File: src/rtl/phy_mgmt_pkg.sv
package phy_mgmt_pkg;
  localparam int unsigned MGMT_AW = 5;
  localparam int unsigned MGMT_DW = 16;
  typedef logic [MGMT_AW-1:0] mgmt_addr_t;
  typedef logic [MGMT_DW-1:0] mgmt_data_t;
endpackage

File: src/rtl/phy_ovr_ctrl.sv
module phy_ovr_ctrl (
  input  logic clk_i,
  input  logic rst_ni,
  input  logic wr_i,
  input  logic wbit_i,
  output logic ovr_o
);
  always_ff @(posedge clk_i or negedge rst_ni) begin
    if (!rst_ni)   ovr_o <= 1'b0;
    else if (wr_i) ovr_o <= wbit_i;
  end
endmodule

File: src/rtl/phy_cw_bits.sv
module phy_cw_bits #(
  parameter int unsigned W = 5,
  parameter logic [W-1:0] RST_VAL = '0
) (
  input  logic         clk_i,
  input  logic         rst_ni,
  input  logic         wr_i,
  input  logic         ovr_i,
  input  logic [W-1:0] wdata_i,
  output logic [W-1:0] cw_o
);
  logic upd;
  assign upd = wr_i & ovr_i;  // host write lands only under override

  for (genvar i = 0; i < W; i++) begin : g_bit
    always_ff @(posedge clk_i or negedge rst_ni) begin
      if (!rst_ni)  cw_o[i] <= RST_VAL[i];
      else if (upd) cw_o[i] <= wdata_i[i];
    end
  end
endmodule

File: src/rtl/phy_anc_latch.sv
module phy_anc_latch (
  input  logic clk_i,
  input  logic rst_ni,
  input  logic an_en_i,
  input  logic an_done_i,
  input  logic clr_i,
  output logic anc_o
);
  logic anc_d;
  // set beats read-clear; disable beats both
  assign anc_d = an_en_i & (an_done_i | (anc_o & ~clr_i));

  always_ff @(posedge clk_i or negedge rst_ni) begin
    if (!rst_ni) anc_o <= 1'b0;
    else         anc_o <= anc_d;
  end
endmodule

File: src/rtl/phy_stat_regs.sv
module phy_stat_regs #(
  parameter int unsigned ADDR_W    = phy_mgmt_pkg::MGMT_AW,
  parameter int unsigned DATA_W    = phy_mgmt_pkg::MGMT_DW,
  parameter int unsigned STAT_ADDR = 1,
  parameter int unsigned XCTL_ADDR = 16,
  parameter int unsigned OVR_BIT   = 15,
  parameter int unsigned CW_LSB    = 6,
  parameter int unsigned CW_MSB    = 10,
  parameter int unsigned ANC_BIT   = 5
) (
  input  logic              clk_i,
  input  logic              rst_ni,
  input  logic [ADDR_W-1:0] addr_i,
  input  logic [DATA_W-1:0] wdata_i,
  input  logic              we_i,
  input  logic              re_i,
  output logic [DATA_W-1:0] rdata_o,
  input  logic              an_enable_i,
  input  logic              an_done_i
);
  localparam int unsigned CW_W = CW_MSB - CW_LSB + 1;

  logic            hit_stat, hit_xctl;
  logic            ovr_q, anc_q;
  logic [CW_W-1:0] cw_q;
  logic            unused_wdata;

  assign hit_stat = (addr_i == ADDR_W'(STAT_ADDR));
  assign hit_xctl = (addr_i == ADDR_W'(XCTL_ADDR));
  assign unused_wdata = ^wdata_i;

  phy_ovr_ctrl u_ovr (
    .clk_i  (clk_i),
    .rst_ni (rst_ni),
    .wr_i   (we_i & hit_xctl),
    .wbit_i (wdata_i[OVR_BIT]),
    .ovr_o  (ovr_q)
  );

  phy_cw_bits #(.W(CW_W), .RST_VAL('0)) u_cw (
    .clk_i   (clk_i),
    .rst_ni  (rst_ni),
    .wr_i    (we_i & hit_stat),
    .ovr_i   (ovr_q),
    .wdata_i (wdata_i[CW_MSB:CW_LSB]),
    .cw_o    (cw_q)
  );

  phy_anc_latch u_anc (
    .clk_i     (clk_i),
    .rst_ni    (rst_ni),
    .an_en_i   (an_enable_i),
    .an_done_i (an_done_i),
    .clr_i     (re_i & hit_stat),
    .anc_o     (anc_q)
  );

  always_comb begin
    rdata_o = '0;
    if (hit_stat) begin
      rdata_o[CW_MSB:CW_LSB] = cw_q;
      rdata_o[ANC_BIT]       = anc_q & an_enable_i;
    end else if (hit_xctl) begin
      rdata_o[OVR_BIT] = ovr_q;
    end
  end
endmodule

File: config.mk
export PLATFORM = sky130hd
export DESIGN_NAME = phy_stat_regs
export DESIGN_NICKNAME = d
export VERILOG_FILES = /design/src/rtl/phy_mgmt_pkg.sv /design/src/rtl/phy_ovr_ctrl.sv /design/src/rtl/phy_cw_bits.sv /design/src/rtl/phy_anc_latch.sv /design/src/rtl/phy_stat_regs.sv
export SDC_FILE = /design/constraint.sdc
export NUM_CORES = 1
export LEC_CHECK = 0
export BUFFER_PORTS_ARGS = -buffer_cell sky130_fd_sc_hd__buf_2
export CAP_MARGIN = 40
export CORE_UTILIZATION = 30
export CTS_CLUSTER_SIZE = 30
export DETAILED_ROUTE_END_ITERATION = 8
export GPL_TIMING_DRIVEN = 0
export PLACE_DENSITY = 0.68
export SLEW_MARGIN = 20
export SYNTH_ARGS = -nofsm -noshare
export SYNTH_HDL_FRONTEND = slang
export SYNTH_SLANG_ARGS = --single-unit
File: constraint.sdc
create_clock -name clk_i -period 3.1 [get_ports clk_i]
set_input_delay 0.465 -clock clk_i [delete_from_list [all_inputs] [get_ports clk_i]]
set_output_delay 0.465 -clock clk_i [all_outputs]
set_load 0.02 [all_outputs]
==> results.json, run 1 <==
{
  "core_area_um2": 1350,
  "cp_slowest_stage_delay_ns": 0.28,
  "grt_antenna_before_repair": 0,
  "clock_skew_ns": 0.00222,
  "cpMaxStageDelayCell": "and3b_2",
  "diodes": 0,
  "use_met3_pct": 3.26,
  "synth_top_area_share_pct": 39.0,
  "period_needed_ns": 1.86,
  "num_rows": 13,
  "use_met2_pct": 17.1,
  "cts_hold_buf": 0,
  "rsz0062_at_grt": "no",
  "period_share_pct": 60.1,
  "worstReg2RegStart": "u_ovr.ovr_o$_DFFE_PN0P_",
  "post_drt_wl_per_cell_um": 8.77,
  "area_delta_synth_final_pct": 42.3,
  "viasPerCell": 3.90,
  "cap_viol_max_count": 0,
  "gp_congestion": 0.664,
  "synthTopCellsByCount": "9 x buf_4, 7 x dfrtp_1, 5 x and2_1, 5 x mux2_4, 3 x and3_1",
  "clock_latency_ns": 0.25,
  "ys_types": 16,
  "cp_max_fo": 7,
  "die_w_um": 40.7,
  "start_util_pct": 33.3,
  "leakage_nw": 0.391,
  "routed_wl_um": 789,
  "synthCells": 40,
  "io_buffers": 23,
  "cp.required_ns": 2.63,
  "ys_seq_area_share_pct": 39.0,
  "htreeDepth": 1,
  "synth.avg_cell_area_um2": 11.2,
  "async_flop_share_pct": 100,
  "cts_tree": "yes",
  "path_cells": "buf_2 -> nor3_2 -> and3b_2 -> and3_1 -> buf_2",
  "power.density_nw_per_um2": 364,
  "ys_ff_latch": 7,
  "synth_area_um2": 449,
  "final_util_pct": 47.4,
  "worstPathArrival_ns": 1.40,
  "die_y_um": 40.7,
  "startpoint": "addr_i[1]",
  "num_vias": 351,
  "cts.clk_slew.worst_paths_ns": 0.05,
  "cp-start-kind": "input pin",
  "grt_busiest_layer": "met2",
  "status": "finished clean",
  "register_area_um2": 175,
  "grt_max_degree": 8,
  "finalHoldViolCount": 0,
  "p_seq_share_pct": 45.0,
  "cp_common_cell": "buf_2",
  "p_int_w": 0.000175,
  "use_met1_pct": 12.1,
  "p_switching_w": 0.0000574,
  "synthTopCellsByArea": "dfrtp_1 39%, mux2_4 17%, buf_4 15%",
  "die-area_um2": 1660,
  "irDropWorstVdd_mv": 0.176,
  "cts_made_buffers": 3,
  "clock.fmax_mhz": 537,
  "globalRoute.totalOverflow": 0,
  "synth_most_common_cell": "buf_4",
  "ys_warn_count": 0,
  "cts_resized": 0,
  "hpwl_um": 641,
  "clock_power_share_pct": 34.8,
  "drcViolationCount": 0,
  "drtIter0Drc": 0,
  "synth_ff_type": "dfrtp_1",
  "fillers": 147,
  "antenna_left": 0,
  "tns_ns": 0,
  "crit_type": "input pin to primary output",
  "setup_viol": 0,
  "grt_pass1_vias": 276,
  "drive_gt1_share_pct": 58.7,
  "p_comb_share_pct": 20.2,
  "clock-sinks": 7,
  "synth_edf_count": 0,
  "multiInputGateArea_um2": 221,
  "clock_path_buffers": 2,
  "cts_root_buffer": "clkbuf_4",
  "first_pass_iters": 1,
  "io_pins": 43,
  "num-nets-final": 103,
  "post_cts_buffers": 0,
  "hold_path.class": "input pin to asynchronous set/reset pin",
  "grt_pass1_wl_mm": 1.11,
  "synth_top_area_cell": "dfrtp_1",
  "gr-usage-all-layers_pct": 11.1,
  "finalMaxSlewViolations": 0,
  "r2r_cells": 4,
  "cp-end-kind": "primary output",
  "p_sw_share_pct": 24.7
}
==> power groups by stage <==
stage	clock network, W	logic, W	registers [W]
after floorplan	0	0.0000329	0.000105
after global placement	0	0.0000460	0.000106
after detailed placement	0	0.0000476	0.000106
after CTS	0.0000855	0.0000473	0.000105
after global routing	0.0000894	0.0000521	0.000106
final	0.0000810	0.0000470	0.000105
==> flip-flops by register name, indices dropped and copies added (netlist names) <==
| name | flops |
|---|---|
| u_ovr.ovr_o | 1 |
| u_cw.cw_o | 5 |
| u_anc.anc_o | 1 |
==> final timing paths <==
path                                             to  slack, ns
hold / removal             u_cw.cw_o[0]$_DFFE_PN0P_       0.04
setup / recovery                         rdata_o[5]       1.24
min in group clk_i            u_anc.anc_o$_DFF_PN0_       0.40
max in group asynchronous  u_cw.cw_o[4]$_DFFE_PN0P_       2.91
hold reg to reg            u_cw.cw_o[1]$_DFFE_PN0P_       0.51
setup reg to reg           u_cw.cw_o[0]$_DFFE_PN0P_       1.83
==> worst max-delay path: cells and delay by family <==
kind          cells  cell delay (ns)
buf+inv           2             0.25
simple gates      3             0.68
==> layout by cell type (no fill, tap or decap) <==
cell type and instances:
buf_6 1, buf_2 23, conb_1 9, and3b_2 1, clkbuf_1 1, inv_1 1, dfrtp_1 7, mux2_2 1
clkbuf_4 3, nor2b_1 1, o21ai_0 1, mux2_4 5, nor3_2 1, and3b_1 1, nand3_1 1, a31oi_1 1
buf_4 9, and3_1 3, and2_1 5
==> metrics by stage <==
stage / power (W) / instances / setup WS (ns) / hold slack (ns) / instance area, um2
final: 0.000233 / 90 / 1.24 / 0.0375 / 639
after global routing: 0.000247 / 90 / 1.15 / 0.0385 / 639
after CTS: 0.000238 / 90 / 1.22 / 0.0337 / 639
after detailed placement: 0.000153 / 86 / 1.22 / 0.304 / 613
after global placement: 0.000152 / 86 / 1.25 / 0.304 / 613
after floorplan: 0.000137 / 48 / 1.46 / 0.169 / 479
==> layout make-up <==
type                       instances  area share [%]
buffer                            10            12.3
clock buffer                       4            4.11
inverter                           1           0.587
multi-input combinational         30            34.6
sequential                         7            27.4
tap                               15            2.94
timing repair buffer              23            18.0
==> kinds of logic (layout without fill, tap and decap cells) <==
kind of cell / Yosys count / count (layout) / share of synthesized area [%]
buf+inv: 11 / 38 / 18.4
mux: 6 / 6 / 19.2
compound gates: 2 / 2 / 2.51
simple gates: 13 / 13 / 20.1
flops: 7 / 7 / 39.0
other cells: 1 / 9 / 0.835
==> per-layer routing <==
metal  vias up  share of wire (%)
met1       144                 44
met5         -                  0
met4         0                  0
met3         0                 11
li1        185                  -
met2        22                 45
Note: power is estimated with default switching activity, not from simulation.
==> run 2: changes to the inputs <==
- ABC_AREA: unset -> 1
- clock period: 3.1 -> 1.61 ns (I/O delays scaled with it)
==> run 2 against run 1 <==
  * Final cell count is 34% higher
  * Via count up 38%
  * Critical endpoint is now rdata_o[10]
  * Core utilization fell by 1.3 points
  * Combinational power is 140% higher
==> results.json, run 2 <==
{
  "synthTopCellsByCount": "19 x nand2_1, 9 x buf_4, 9 x inv_1",
  "synthCells": 69,
  "crit_type": "input pin to primary output",
  "worstPathArrival_ns": 1.07,
  "cp_max_fo": 6,
  "status": "finished clean",
  "grt_max_degree": 8,
  "routed_wl_um": 979,
  "period_share_pct": 81.3,
  "synth.avg_cell_area_um2": 7.38,
  "top_regs": "u_cw.cw_o (5), u_anc.anc_o (1), u_ovr.ovr_o (1)",
  "async_flop_share_pct": 100,
  "final_util_pct": 46.1,
  "grt_pass1_wl_mm": 1.70,
  "core_area_um2": 1540,
  "diodes": 0,
  "die-area_um2": 1870,
  "synth_most_common_cell": "nand2_1",
  "hold_path.class": "input pin to register",
  "globalRoute.totalOverflow": 0,
  "first_pass_iters": 4,
  "num-nets-final": 133,
  "gp_congestion": 0.815,
  "finalMaxSlewViolations": 0,
  "grt_antenna_before_repair": 0,
  "place_ws_ns": 0.302,
  "synth_top_area_cell": "dfrtp_1",
  "cts.clk_slew.worst_paths_ns": 0.05,
  "cp-start-kind": "input pin",
  "ys_ff_latch": 7,
  "drtIter0Drc": 7,
  "tns_ns": 0,
  "cts_tree": "yes",
  "cp.required_ns": 1.37,
  "num_vias": 485,
  "viasPerCell": 4.01,
  "period_needed_ns": 1.31,
  "clock_skew_ns": 0.00432,
  "clock_path_buffers": 2,
  "grt_pass1_vias": 441,
  "antenna_left": 0,
  "htreeDepth": 1,
  "clock-sinks": 7,
  "start_util_pct": 33.0,
  "cts_made_buffers": 3,
  "ys_warn_count": 0,
  "instances_no_fill": 121,
  "drcViolationCount": 0,
  "fillers": 176,
  "power.density_nw_per_um2": 665,
  "synth_edf_count": 0,
  "io_buffers": 23,
  "num_rows": 14,
  "synthTopCellsByArea": "dfrtp_1 34%, nand2_1 14%, buf_4 13%",
  "die_w_um": 43.2,
  "ys_seq_area_share_pct": 34.4,
  "synth_area_um2": 509,
  "gr-usage-all-layers_pct": 12.5,
  "largest_register_ffs": 5,
  "fin_ws_ns": 0.301,
  "cap_viol_max_count": 0,
  "irDropWorstVdd_mv": 0.348,
  "setup_viol": 0,
  "clock_latency_ns": 0.25,
  "cts_root_buffer": "clkbuf_4",
  "synth_top_area_share_pct": 34.4,
  "hpwl_um": 829,
  "die_y_um": 43.2,
  "layout_commonest_cell": "buf_2",
  "post_drt_wl_per_cell_um": 8.09,
  "synth_ff_type": "dfrtp_1",
  "drive_gt1_share_pct": 42.9,
  "regMostFlops": "u_cw.cw_o",
  "cp-end-kind": "primary output",
  "rsz0062_at_grt": "no",
  "finalHoldViolCount": 0,
  "leakage_nw": 0.433,
  "final_cell_mix": "23 x buf_2, 19 x nand2_1, 9 x inv_1, 9 x buf_4, 9 x conb_1",
  "ys_types": 15,
  "clock.fmax_mhz": 764,
  "dp_cells": 116,
  "area_delta_synth_final_pct": 39.6,
  "io_pins": 43
}
-- run 2: routing by layer --
layer / vias to the layer above / routed length, um / part of all wire, % / track usage [%]
met2: 20 / 467 / 48 / 21.2
met1: 201 / 402 / 41 / 12.7
met5: - / 0 / 0 / 0
met3: 2 / 103 / 11 / 7.66
met4: 0 / 6 / 0.61 / 3.64
li1: 262 / - / - / -
-- run 2: worst max-delay path: stages --
cell	delay (ns)
buf_2	0.11
inv_1	0.08
nand2_1	0.13
nor2_8	0.18
inv_4	0.08
nor2_2	0.08
buf_2	0.16
-- run 2: layout make-up --
cell class,count,area (um2),share of cell area (%)
tap,16,20.0,2.82
timing repair buffer,24,125,17.6
inverter,11,43.8,6.16
multi-input combinational,50,253,35.6
buffer,9,67.6,9.51
clock buffer,4,26.3,3.70
sequential,7,175,24.6
-- run 2: kinds of logic after synthesis --
family        after synthesis  synth area share (%)
flops                       7                  34.4
other cells                 1                 0.736
simple gates               41                  43.0
buf+inv                    20                  21.9
-- run 2: what timing repair did --
item | in CTS | in global routing
hold buffers | 1 | 0
hold endpoints to repair | 7 | 0
setup buffers | 0 | 0
gates resized for setup | 0 | 0
-- run 2: stage by stage --
stage | total power [W] | hold slack [ns] | instance area, um2
floorplan | 0.000279 | -0.0541 | 539
global placement | 0.000311 | 0.0809 | 674
detailed placement | 0.000315 | 0.0846 | 674
CTS | 0.000478 | 0.194 | 711
global route | 0.000510 | 0.199 | 711
finish | 0.000473 | 0.198 | 711
-- run 2: worst paths after layout --
check / cells after the start / end / slack [ns] / start
worst max register to register: 5 / u_cw.cw_o[3]$_DFFE_PN0P_ / 0.54 / u_ovr.ovr_o$_DFFE_PN0P_
max in group asynchronous: 2 / u_cw.cw_o[4]$_DFFE_PN0P_ / 1.10 / rst_ni
min in group asynchronous: 2 / u_cw.cw_o[2]$_DFFE_PN0P_ / 0.35 / rst_ni
worst max-delay path: 7 / rdata_o[10] / 0.30 / addr_i[4]
worst min-delay path: 3 / u_anc.anc_o$_DFF_PN0_ / 0.20 / an_done_i
worst min register to register: 2 / u_cw.cw_o[4]$_DFFE_PN0P_ / 0.47 / u_cw.cw_o[4]$_DFFE_PN0P_
-- run 2: report_power, final --
part           total [W]  internal, W  switching, W
Sequential      0.000201     0.000193    0.00000882
Clock           0.000159    0.0000946     0.0000643
Combinational   0.000112    0.0000464     0.0000659
==> run 3: changes to the inputs <==
- PLACE_DENSITY: 0.68 -> 0.65
- clock period: 1.61 -> 1.35 ns (I/O delays scaled with it)
==> run 3 against run 2 <==
  * Cell area unchanged
  * Register-to-register slack worse by 0.25 ns
  * Core utilization unchanged
  * Non-clock buffer count unchanged
  * First-iteration DRC count up 140%
  * Sequential share of layout area unchanged
  * Wire length down 2.5%
  * Sequential cell count unchanged
  * Total power up 20%
  * Largest power group unchanged
==> results.json, run 3 (synthesized netlist as in run 2, its figures left out) <==
{
  "r2r_slack_ns": 0.29,
  "num_rows": 14,
  "die-area_um2": 1870,
  "post_drt_wl_per_cell_um": 7.89,
  "drtIter0Drc": 17,
  "hold_end": "u_anc.anc_o$_DFF_PN0_",
  "io_buffers": 23,
  "crit_type": "input pin to primary output",
  "hp-start": "an_done_i",
  "layout_commonest_cell": "buf_2",
  "cts_hold_buf": 1,
  "cp.required_ns": 1.15,
  "finalHoldViolCount": 0,
  "die_y_um": 43.2,
  "antenna_left": 0,
  "worstReg2RegStart": "u_ovr.ovr_o$_DFFE_PN0P_",
  "htreeDepth": 1,
  "clock-sinks": 7,
  "leakage_nw": 0.433,
  "largest_register_ffs": 5,
  "worstReg2RegEnd": "u_cw.cw_o[2]$_DFFE_PN0P_",
  "grt_max_degree": 8,
  "clock_latency_ns": 0.25,
  "rsz0062_at_grt": "no",
  "cts_root_buffer": "clkbuf_4",
  "top_regs": "u_cw.cw_o (5), u_anc.anc_o (1), u_ovr.ovr_o (1)",
  "fillers": 184,
  "holdPathStages": 3,
  "cts_tree": "yes",
  "grt_pass1_wl_mm": 1.65,
  "clock_path_buffers": 2,
  "status": "finished clean",
  "regMostFlops": "u_cw.cw_o",
  "diodes": 0,
  "num_vias": 491,
  "viasPerCell": 4.06,
  "first_pass_iters": 4,
  "cts.clk_slew.worst_paths_ns": 0.05,
  "finalMaxSlewViolations": 0,
  "clock_skew_ns": 0.00448,
  "drcViolationCount": 0,
  "area_delta_synth_final_pct": 39.6,
  "start_util_pct": 33.0,
  "core_area_um2": 1540,
  "grt_pass1_vias": 424,
  "power.density_nw_per_um2": 796,
  "routed_wl_um": 955,
  "cp-start-kind": "input pin",
  "worstPathArrival_ns": 1.02,
  "io_pins": 43,
  "cap_viol_max_count": 0,
  "cts_resized": 0,
  "irDropWorstVdd_mv": 0.520,
  "tns_ns": 0,
  "drive_gt1_share_pct": 42.9,
  "startpoint": "addr_i[4]",
  "die_w_um": 43.2,
  "post_cts_buffers": 0,
  "num-nets-final": 133,
  "hpwl_um": 817,
  "gr-usage-all-layers_pct": 11.9,
  "final_cell_mix": "23 x buf_2, 19 x nand2_1, 9 x inv_1, 9 x buf_4, 9 x conb_1",
  "setup_viol": 0,
  "power_w": 0.000566,
  "cp-end-kind": "primary output",
  "period_share_pct": 90.9,
  "gp_congestion": 0.826,
  "r2r_cells": 5,
  "period_needed_ns": 1.23,
  "cts_made_buffers": 3,
  "grt_antenna_before_repair": 0,
  "globalRoute.totalOverflow": 0,
  "cp_max_fo": 6,
  "clock.fmax_mhz": 815,
  "hold_path.class": "input pin to register"
}
## run 3: cell counts in the layout (fill, tap and decap cells not counted)
Identical to the previous run, type by type.
## run 3: layer usage
metal | share of wire, % | track usage (%)
met1 | 36 | 12.7
met3 | 8.4 | 5.11
met4 | 0 | 3.64
met5 | 0 | 0
met2 | 56 | 20.9
## run 3: power by group
group          total, W  switching [W]  internal, W
clock          0.000193      0.0000800     0.000113
sequential     0.000240      0.0000100     0.000230
combinational  0.000133      0.0000777    0.0000554
## run 3: area by class of cell
type / instances / area (um2) / area share (%)
Buffer: 9 / 67.6 / 9.51
Clock buffer: 4 / 26.3 / 3.70
Inverter: 11 / 43.8 / 6.16
Multi-Input combinational cell: 50 / 253 / 35.6
Sequential cell: 7 / 175 / 24.6
Tap cell: 16 / 20.0 / 2.82
Timing Repair Buffer: 24 / 125 / 17.6
## run 3: per-stage QoR
| step | std cells | worst slack, ns | util [%] | instance area (um2) | hold slack, ns |
|---|---|---|---|---|---|
| after floorplan | 77 | 0.191 | - | 539 | -0.0931 |
| after global placement | 116 | 0.125 | 43.8 | 674 | 0.0445 |
| after detailed placement | 116 | 0.107 | 43.8 | 674 | 0.0451 |
| after CTS | 121 | 0.109 | 46.1 | 711 | 0.163 |
| after global routing | 121 | 0.0413 | 46.1 | 711 | 0.176 |
| final | 121 | 0.123 | 46.1 | 711 | 0.158 |
## run 3: worst max path at each step
stage	end	slack [ns]	cells after the start
after global placement	rdata_o[8]	0.12	7
after detailed placement	rdata_o[8]	0.11	7
after floorplan	rdata_o[15]	0.19	3
after CTS	rdata_o[8]	0.11	7
final	rdata_o[8]	0.12	7
after global routing	rdata_o[10]	0.04	7
## run 3: critical path, cell delays in order
cell and delay (ns):
buf_2 0.11, inv_1 0.09, nand2_1 0.13, nor2_8 0.18
inv_4 0.07, nor2_2 0.08, buf_2 0.16
